**src/rtl/cmdseq_pkg.sv**
```systemverilog
package cmdseq_pkg;
  localparam int ADDR_W  = 15;
  localparam int PRE_LEN = 5;
  localparam int STEP_W  = $clog2(PRE_LEN + 1);

  typedef logic [ADDR_W-1:0] addr_t;
  typedef enum logic [1:0] {CMD_NONE, CMD_STORE, CMD_RECALL} cmd_e;

  localparam addr_t KEY_STORE  = 15'h0FC0;
  localparam addr_t KEY_RECALL = 15'h0C63;

  // Lead-in address expected at a given step (order is behaviour).
  function automatic addr_t lead_key(input int idx);
    case (idx)
      0: lead_key = 15'h0E38;
      1: lead_key = 15'h31C7;
      2: lead_key = 15'h03E0;
      3: lead_key = 15'h3C1F;
      4: lead_key = 15'h303F;
      default: lead_key = '0;
    endcase
  endfunction
endpackage

```
**src/rtl/cmdseq_match.sv**
```systemverilog
module cmdseq_match
  import cmdseq_pkg::*;
(
  input  addr_t             addr,
  input  logic [STEP_W-1:0] step,
  output logic              lead_hit,
  output logic              restart_hit,
  output cmd_e              final_cmd
);
  localparam int SLOTS = 2 ** STEP_W;

  logic [SLOTS-1:0] hit_vec;

  genvar gi;
  generate
    for (gi = 0; gi < SLOTS; gi++) begin : g_slot
      if (gi < PRE_LEN) begin : g_key
        assign hit_vec[gi] = (addr == lead_key(gi));
      end else begin : g_none
        assign hit_vec[gi] = 1'b0;
      end
    end
  endgenerate

  always_comb begin
    lead_hit    = hit_vec[step];
    restart_hit = hit_vec[0];
    if (addr == KEY_STORE)       final_cmd = CMD_STORE;
    else if (addr == KEY_RECALL) final_cmd = CMD_RECALL;
    else                         final_cmd = CMD_NONE;
  end
endmodule

```
**src/rtl/cmdseq_fsm.sv**
```systemverilog
module cmdseq_fsm
  import cmdseq_pkg::*;
(
  input  logic              clk,
  input  logic              rst,
  input  logic              stb,
  input  logic              wr_n,
  input  logic              busy,
  input  logic              lead_hit,
  input  logic              restart_hit,
  input  cmd_e              final_cmd,
  output logic [STEP_W-1:0] step_q,
  output logic              store_q,
  output logic              recall_q
);
  localparam logic [STEP_W-1:0] LAST = STEP_W'(PRE_LEN);

  logic [STEP_W-1:0] step_d;
  cmd_e              issue;

  always_comb begin
    step_d = step_q;
    issue  = CMD_NONE;
    if (stb) begin
      if (busy || !wr_n) begin
        step_d = '0;
      end else if (step_q == LAST) begin
        if (final_cmd != CMD_NONE) begin
          issue  = final_cmd;
          step_d = '0;
        end else begin
          step_d = restart_hit ? STEP_W'(1) : '0;
        end
      end else if (lead_hit) begin
        step_d = step_q + STEP_W'(1);
      end else begin
        step_d = restart_hit ? STEP_W'(1) : '0;
      end
    end
  end

  always_ff @(posedge clk) begin
    if (rst) begin
      step_q   <= '0;
      store_q  <= 1'b0;
      recall_q <= 1'b0;
    end else begin
      step_q   <= step_d;
      store_q  <= (issue == CMD_STORE);
      recall_q <= (issue == CMD_RECALL);
    end
  end
endmodule

```
**src/rtl/cmdseq_detector.sv**
```systemverilog
module cmdseq_detector
  import cmdseq_pkg::*;
(
  input  logic              clk,
  input  logic              rst,
  input  logic              acc_stb,
  input  logic [ADDR_W-1:0] acc_addr,
  input  logic              wr_n,
  input  logic              busy,
  output logic              store_go,
  output logic              recall_go,
  output logic [STEP_W-1:0] seq_step
);
  logic lead_hit;
  logic restart_hit;
  cmd_e final_cmd;

  cmdseq_match u_match (
    .addr        (acc_addr),
    .step        (seq_step),
    .lead_hit    (lead_hit),
    .restart_hit (restart_hit),
    .final_cmd   (final_cmd)
  );

  cmdseq_fsm u_fsm (
    .clk         (clk),
    .rst         (rst),
    .stb         (acc_stb),
    .wr_n        (wr_n),
    .busy        (busy),
    .lead_hit    (lead_hit),
    .restart_hit (restart_hit),
    .final_cmd   (final_cmd),
    .step_q      (seq_step),
    .store_q     (store_go),
    .recall_q    (recall_go)
  );
endmodule

```
**config.mk**
```make
export PLATFORM = sky130hd
export DESIGN_NAME = cmdseq_detector
export DESIGN_NICKNAME = d
export VERILOG_FILES = /design/src/rtl/cmdseq_pkg.sv /design/src/rtl/cmdseq_match.sv /design/src/rtl/cmdseq_fsm.sv /design/src/rtl/cmdseq_detector.sv
export SDC_FILE = /design/constraint.sdc
export NUM_CORES = 1
export LEC_CHECK = 0
export BUFFER_PORTS_ARGS = -buffer_cell sky130_fd_sc_hd__buf_2
export CORE_MARGIN = 10
export CORE_UTILIZATION = 34
export DETAILED_ROUTE_END_ITERATION = 6
export PLACE_DENSITY_LB_ADDON = 0.08
export SLEW_MARGIN = 10
export SYNTH_ARGS = -nofsm -noshare
export SYNTH_HDL_FRONTEND = slang
export SYNTH_SLANG_ARGS = --single-unit
```
**constraint.sdc**
```tcl
create_clock -name clk -period 2.01 [get_ports clk]
set_input_delay 0.402 -clock clk [delete_from_list [all_inputs] [get_ports clk]]
set_output_delay 0.402 -clock clk [all_outputs]
set_load 0.005 [all_outputs]
```
## After elaboration in Yosys (flattened, before gate mapping)

Cells that the tools add are included.

| word-level totals | value |
|---|---|
| bits in registers | 5 |
| output and inout bits | 5 |
| logic and storage cells | 31 |

| cells by class | value |
|---|---|
| add/subtract/negate cells | 1 |
| $lt $le $gt $ge | 1 |
| equal/unequal tests | 10 |
| multiplexer cells | 13 |
| reductions and logical operators | 3 |

Operators by type and width:

| kind | count |
|---|---|
| $eq A15 B12 Y1 const B | 3 |
| $eq A15 B14 Y1 const B | 3 |
| $eq A15 B10 Y1 const B | 1 |
| $mux W2 | 6 |
| $mux W3 | 4 |
| $lt A3 B4 Y1 const B | 1 |
| $add A3 B1 Y3 const B | 1 |
| $bmux W1 S3 | 1 |
| $eq A3 B3 Y1 const B | 1 |
| $eq A2 B1 Y1 const B | 1 |
| $eq A2 B2 Y1 const B | 1 |
| $mux W1 | 2 |
| $reduce_bool A2 Y1 | 1 |
| $logic_not A1 Y1 | 1 |
| $logic_or A1 B1 Y1 | 1 |

## Depth between registers and ports, before layout

| logic depth | value |
|---|---|
| depth in word-level cells | 9 |
| gate-level depth with buffers | 7 |

## Hierarchy

From an unflattened synthesis, not the netlist that was laid out.

| unflattened totals | value |
|---|---|
| cell total of the unflattened synthesis | 57 |
| area total of the unflattened synthesis | 499.2 um^2 |

Modules (own cells, without submodules):

| module | instances | cells an instance | area an instance (um^2) | sequential area each (um^2) |
|---|---|---|---|---|
| cmdseq_fsm | 1 | 28 | 277.8 | 100.1 |
| cmdseq_match | 1 | 29 | 221.5 | 0.0 |

## Worst setup path after synthesis

Ideal clock, no wire load.

| path | value |
|---|---|
| kind | register to register |
| from | register u_fsm.step_q[1] |
| to | register u_fsm.step_q[2] |
| data arrival time | 1.667 ns |
| data required time | 1.914 ns |
| path slack | 0.247 ns |
| stages on the path, launching flop included | 8 |
| cells stage by stage | dfxtp_1 -> inv_1 -> ha_1 -> nor4b_2 -> nand2_1 -> or4_1 -> a211o_1 -> o41ai_2 |

| between the ends | value |
|---|---|
| cells in the longest elaborated chain, start to end | 5 |
| elaborated cells between the ends (all ways) | 7 |

RTL lines:

| element | line | RTL |
|---|---|---|
| from (decl) | cmdseq_fsm.sv:12 | `output logic [STEP_W-1:0] step_q,` |
| from (signal assigned) | cmdseq_fsm.sv:48 | `step_q <= step_d;` |
| $bmux W1 S3 | cmdseq_match.sv:26 | `lead_hit = hit_vec[step];` |
| $mux W1 (implied by the code) | cmdseq_match.sv:26 |  |
| $mux W3 | cmdseq_fsm.sv:34 | `end else if (lead_hit) begin` |
| $mux W3 (*) | cmdseq_fsm.sv:27 | `end else if (step_q == LAST) begin` |
| $mux W3 (*) | cmdseq_fsm.sv:25 | `if (busy \|\| !wr_n) begin` |

Every way passes the cells marked *; elsewhere a longest branch is shown, timed or not. The select of a mux whose other input is x is not followed.
A chain may end at the register's enable or synchronous reset.

## Worst setup path after layout

Ends and elaborated chain as after synthesis.

==> impl_metrics.env <==
export IMPL_status="complete, no violations"
export IMPL_timing_slew_headroom=0.732
export IMPL_ant_nets=0
export IMPL_clk_root_buffer_cell="sky130_fd_sc_hd__clkbuf_4"
export IMPL_worstSetupEndpointType="register"
export IMPL_final_setup_skew_ns=0.000392
export IMPL_post_syn_area_per_cell_um2=8.18
export IMPL_final_layout_setup_total_negative_slack_ns=0
export IMPL_post_route_period_util=0.910
export IMPL_flow_area_growth_from_synthesis_pct=39.6
export IMPL_floorplan_die_width_um=56.7
export IMPL_netlist_instances=56
export IMPL_preCtsSetupSlack_ns=0.128
export IMPL_placement_io_buffers=24
export IMPL_count_of_antenna_diodes_in_the_layout=0
export IMPL_max_vdd_ir_drop_mv=0.214
export IMPL_dp_hpwl_mm=1.22
export IMPL_pin_count_of_the_biggest_net_entering_global_routing=8
export IMPL_detail_route_wl_per_cell_um=13.9
export IMPL_ios=25
export IMPL_placed_cells=97
export IMPL_max_slew_vio_count=0
export IMPL_grt_pass1_vias=583
export IMPL_netlist_top_cell_by_area="sky130_fd_sc_hd__dfxtp_1"
export IMPL_gp_congestion=0.861
export IMPL_antenna_found_initial=0
export IMPL_total_leakage_power_nw=0.272
export IMPL_avgViaCountPerCell=5.55
export IMPL_timing_fmax_ghz=0.547
export IMPL_critPathKind="reg -> reg"
export IMPL_rsz_0062_raised_after_global_routing="no"
export IMPL_routed_via_count=561
export IMPL_synth_yosys_seq_area_share=0.219
export IMPL_final_common_cell="sky130_fd_sc_hd__buf_2"
export IMPL_final_core_area_utilization=0.498
export IMPL_cp_max_fo=4
export IMPL_ys_types=32
export IMPL_fp_dieH_um=56.7
export IMPL_timing_hold_ws_ns=0.357
export IMPL_crit_required_ns=2.16
export IMPL_critPathLaunchType="register"
export IMPL_count_of_endpoints_failing_hold_in_the_final_timing_report=0
export IMPL_start_util=0.356
export IMPL_final_setup_worst_slack_ns=0.182
export IMPL_count_of_h_tree_levels_built_during_cts=1
export IMPL_arrival_ns=1.98
export IMPL_cts_tree="done"
export IMPL_layout_cells_non_filler=101
export IMPL_power_density_nw_per_um2=412
export IMPL_worstHoldPathType="in -> reg"
export IMPL_synth_top_area_share=0.219
export IMPL_gr_usage_all_layers=0.0852
export IMPL_detail_route_first_pass_iterations=4
export IMPL_die_area_um2=3210
export IMPL_most_common_layout_cells="sky130_fd_sc_hd__buf_2 (24), sky130_fd_sc_hd__nand2_1 (7), sky130_fd_sc_hd__nor2_1 (4), sky130_fd_sc_hd__dfxtp_1 (4)"
export IMPL_core_rows=13
export IMPL_clock_path_buffers=2
export IMPL_drive_gt1_frac=0.395
export IMPL_numCtsBuffers=3
export IMPL_synthesis_area_um2=458
export IMPL_finalCriticalPeriod_ns=1.83
export IMPL_drt_wl_total_mm=1.41
export IMPL_ys_warn_count=0
export IMPL_fillerInstances=133
export IMPL_setup_viol_count_final=0
export IMPL_finish_net_count=109
export IMPL_clk_pin_slew_ns=0.04
export IMPL_timing_worst_slew_pin_value_ns=0.397
export IMPL_grt_pass1_wl_mm=2.30
export IMPL_drt_drc_violations_left=0
export IMPL_max_cap_violations=0
export IMPL_cts_hold_buf=0
export IMPL_core_region_area_um2=1280
export IMPL_drt_iter0_drc=17
export IMPL_cts_num_sinks=5
export IMPL_synth_fp_nets=78
export IMPL_synth_ff_latch_count=5
export IMPL_cts_post_setup_buffers_inserted=0
export IMPL_yosys_top_cells_area="sky130_fd_sc_hd__dfxtp_1 (22%), sky130_fd_sc_hd__nand2_1 (5.7%), sky130_fd_sc_hd__ha_1 (5.5%), sky130_fd_sc_hd__and3b_1 (3.8%), sky130_fd_sc_hd__o41ai_2 (3.6%)"
export IMPL_globalRoute_totalOverflow=0
export IMPL_clkLatencyLatePin_ns=0.24
==> layout make-up <==
cell class	count	area [µm²]	area share
well taps	15	18.8	0.0294
inverters	3	11.3	0.0176
flip-flops and latches	5	101	0.159
multi-input cells	48	347	0.542
repair buffers	26	135	0.211
clock buffers	4	26.3	0.0411
==> report_power, final <==
part           internal (mW)  switching [mW]  total (mW)
registers             0.0995     0.000000454      0.0995
clock network         0.0753          0.0446       0.120
logic                 0.0227          0.0213      0.0440
total                  0.197          0.0659       0.263
==> routing by layer <==
metal	vias to the layer above	GRT usage	wire length [µm]
met4	0	0.0584	22
met1	257	0.0899	614
li1	282	-	-
met2	20	0.138	686
met3	2	0.0292	81
met5	-	0	0
==> critical path, stage by stage (launching register included) <==
cell and delay (ns):
sky130_fd_sc_hd__dfxtp_2 0.36, sky130_fd_sc_hd__inv_1 0.09, sky130_fd_sc_hd__ha_1 0.22, sky130_fd_sc_hd__nor4b_2 0.22, sky130_fd_sc_hd__nand2_1 0.10, sky130_fd_sc_hd__or4_1 0.40, sky130_fd_sc_hd__a211o_1 0.31, sky130_fd_sc_hd__o41ai_2 0.05
==> worst paths after layout <==
| path | start | endpoint | slack (ns) | depth (start not counted) |
|---|---|---|---|---|
| worst min register to register | u_fsm.step_q[2] | u_fsm.step_q[2] | 0.63 | 3 |
| worst max-delay path | u_fsm.step_q[1] | u_fsm.step_q[2] | 0.18 | 7 |
| worst max register to register | u_fsm.step_q[1] | u_fsm.step_q[2] | 0.18 | 7 |
| worst min-delay path | acc_addr[5] | u_fsm.store_q | 0.36 | 2 |
==> what timing repair did <==
action / in CTS / in global routing
endpoints found under the setup margin: 0 / 1
endpoints found under the hold margin: 0 / 0
resized for setup: 0 / 1
==> per-stage QoR <==
step	total power [mW]	area, µm²
floorplan	0.115	458
global placement	0.145	612
detailed placement	0.145	612
CTS	0.263	638
global route	0.276	639
finish	0.263	639
==> cells in the mapped netlist <==
cell type and count:
sky130_fd_sc_hd__dfxtp_1 5, sky130_fd_sc_hd__o221ai_1 1, sky130_fd_sc_hd__nor4b_2 1, sky130_fd_sc_hd__nor2_1 4, sky130_fd_sc_hd__nor3_1 3, sky130_fd_sc_hd__o41ai_2 1
sky130_fd_sc_hd__o41ai_1 1, sky130_fd_sc_hd__nor4b_1 1, sky130_fd_sc_hd__nand2_1 7, sky130_fd_sc_hd__nor4bb_1 1, sky130_fd_sc_hd__o21ai_0 1, sky130_fd_sc_hd__nor4_1 1
sky130_fd_sc_hd__nor3b_1 1, sky130_fd_sc_hd__or4_1 1, sky130_fd_sc_hd__nand4_1 2, sky130_fd_sc_hd__and4b_1 1, sky130_fd_sc_hd__a211o_1 1, sky130_fd_sc_hd__and4bb_2 1
sky130_fd_sc_hd__o21bai_1 1, sky130_fd_sc_hd__or3_1 2, sky130_fd_sc_hd__o21ai_1 1, sky130_fd_sc_hd__nand3_1 3, sky130_fd_sc_hd__and4bb_1 1, sky130_fd_sc_hd__and3b_1 2
sky130_fd_sc_hd__ha_1 2, sky130_fd_sc_hd__nor4_2 1, sky130_fd_sc_hd__nand3b_1 2, sky130_fd_sc_hd__a41oi_1 1, sky130_fd_sc_hd__nor2b_1 1, sky130_fd_sc_hd__inv_1 3
sky130_fd_sc_hd__nand4b_1 1, sky130_fd_sc_hd__a31oi_1 1
==> registers in the layout, summed over array words and instances (netlist names) <==
register,cells
u_fsm.store_q,1
u_fsm.step_q,3
u_fsm.recall_q,1
==> logic make-up (layout without fill, tap and decap cells) <==
group,Yosys count,count (layout),synth area share
AOI/OAI and AO/OA,9,9,0.164
adders and majority gates,2,2,0.0546
buffers and inverters,3,33,0.0246
DFF,5,5,0.219
and+or+nand+nor,37,37,0.538
No activity file was read; power rests on OpenSTA's default activity.
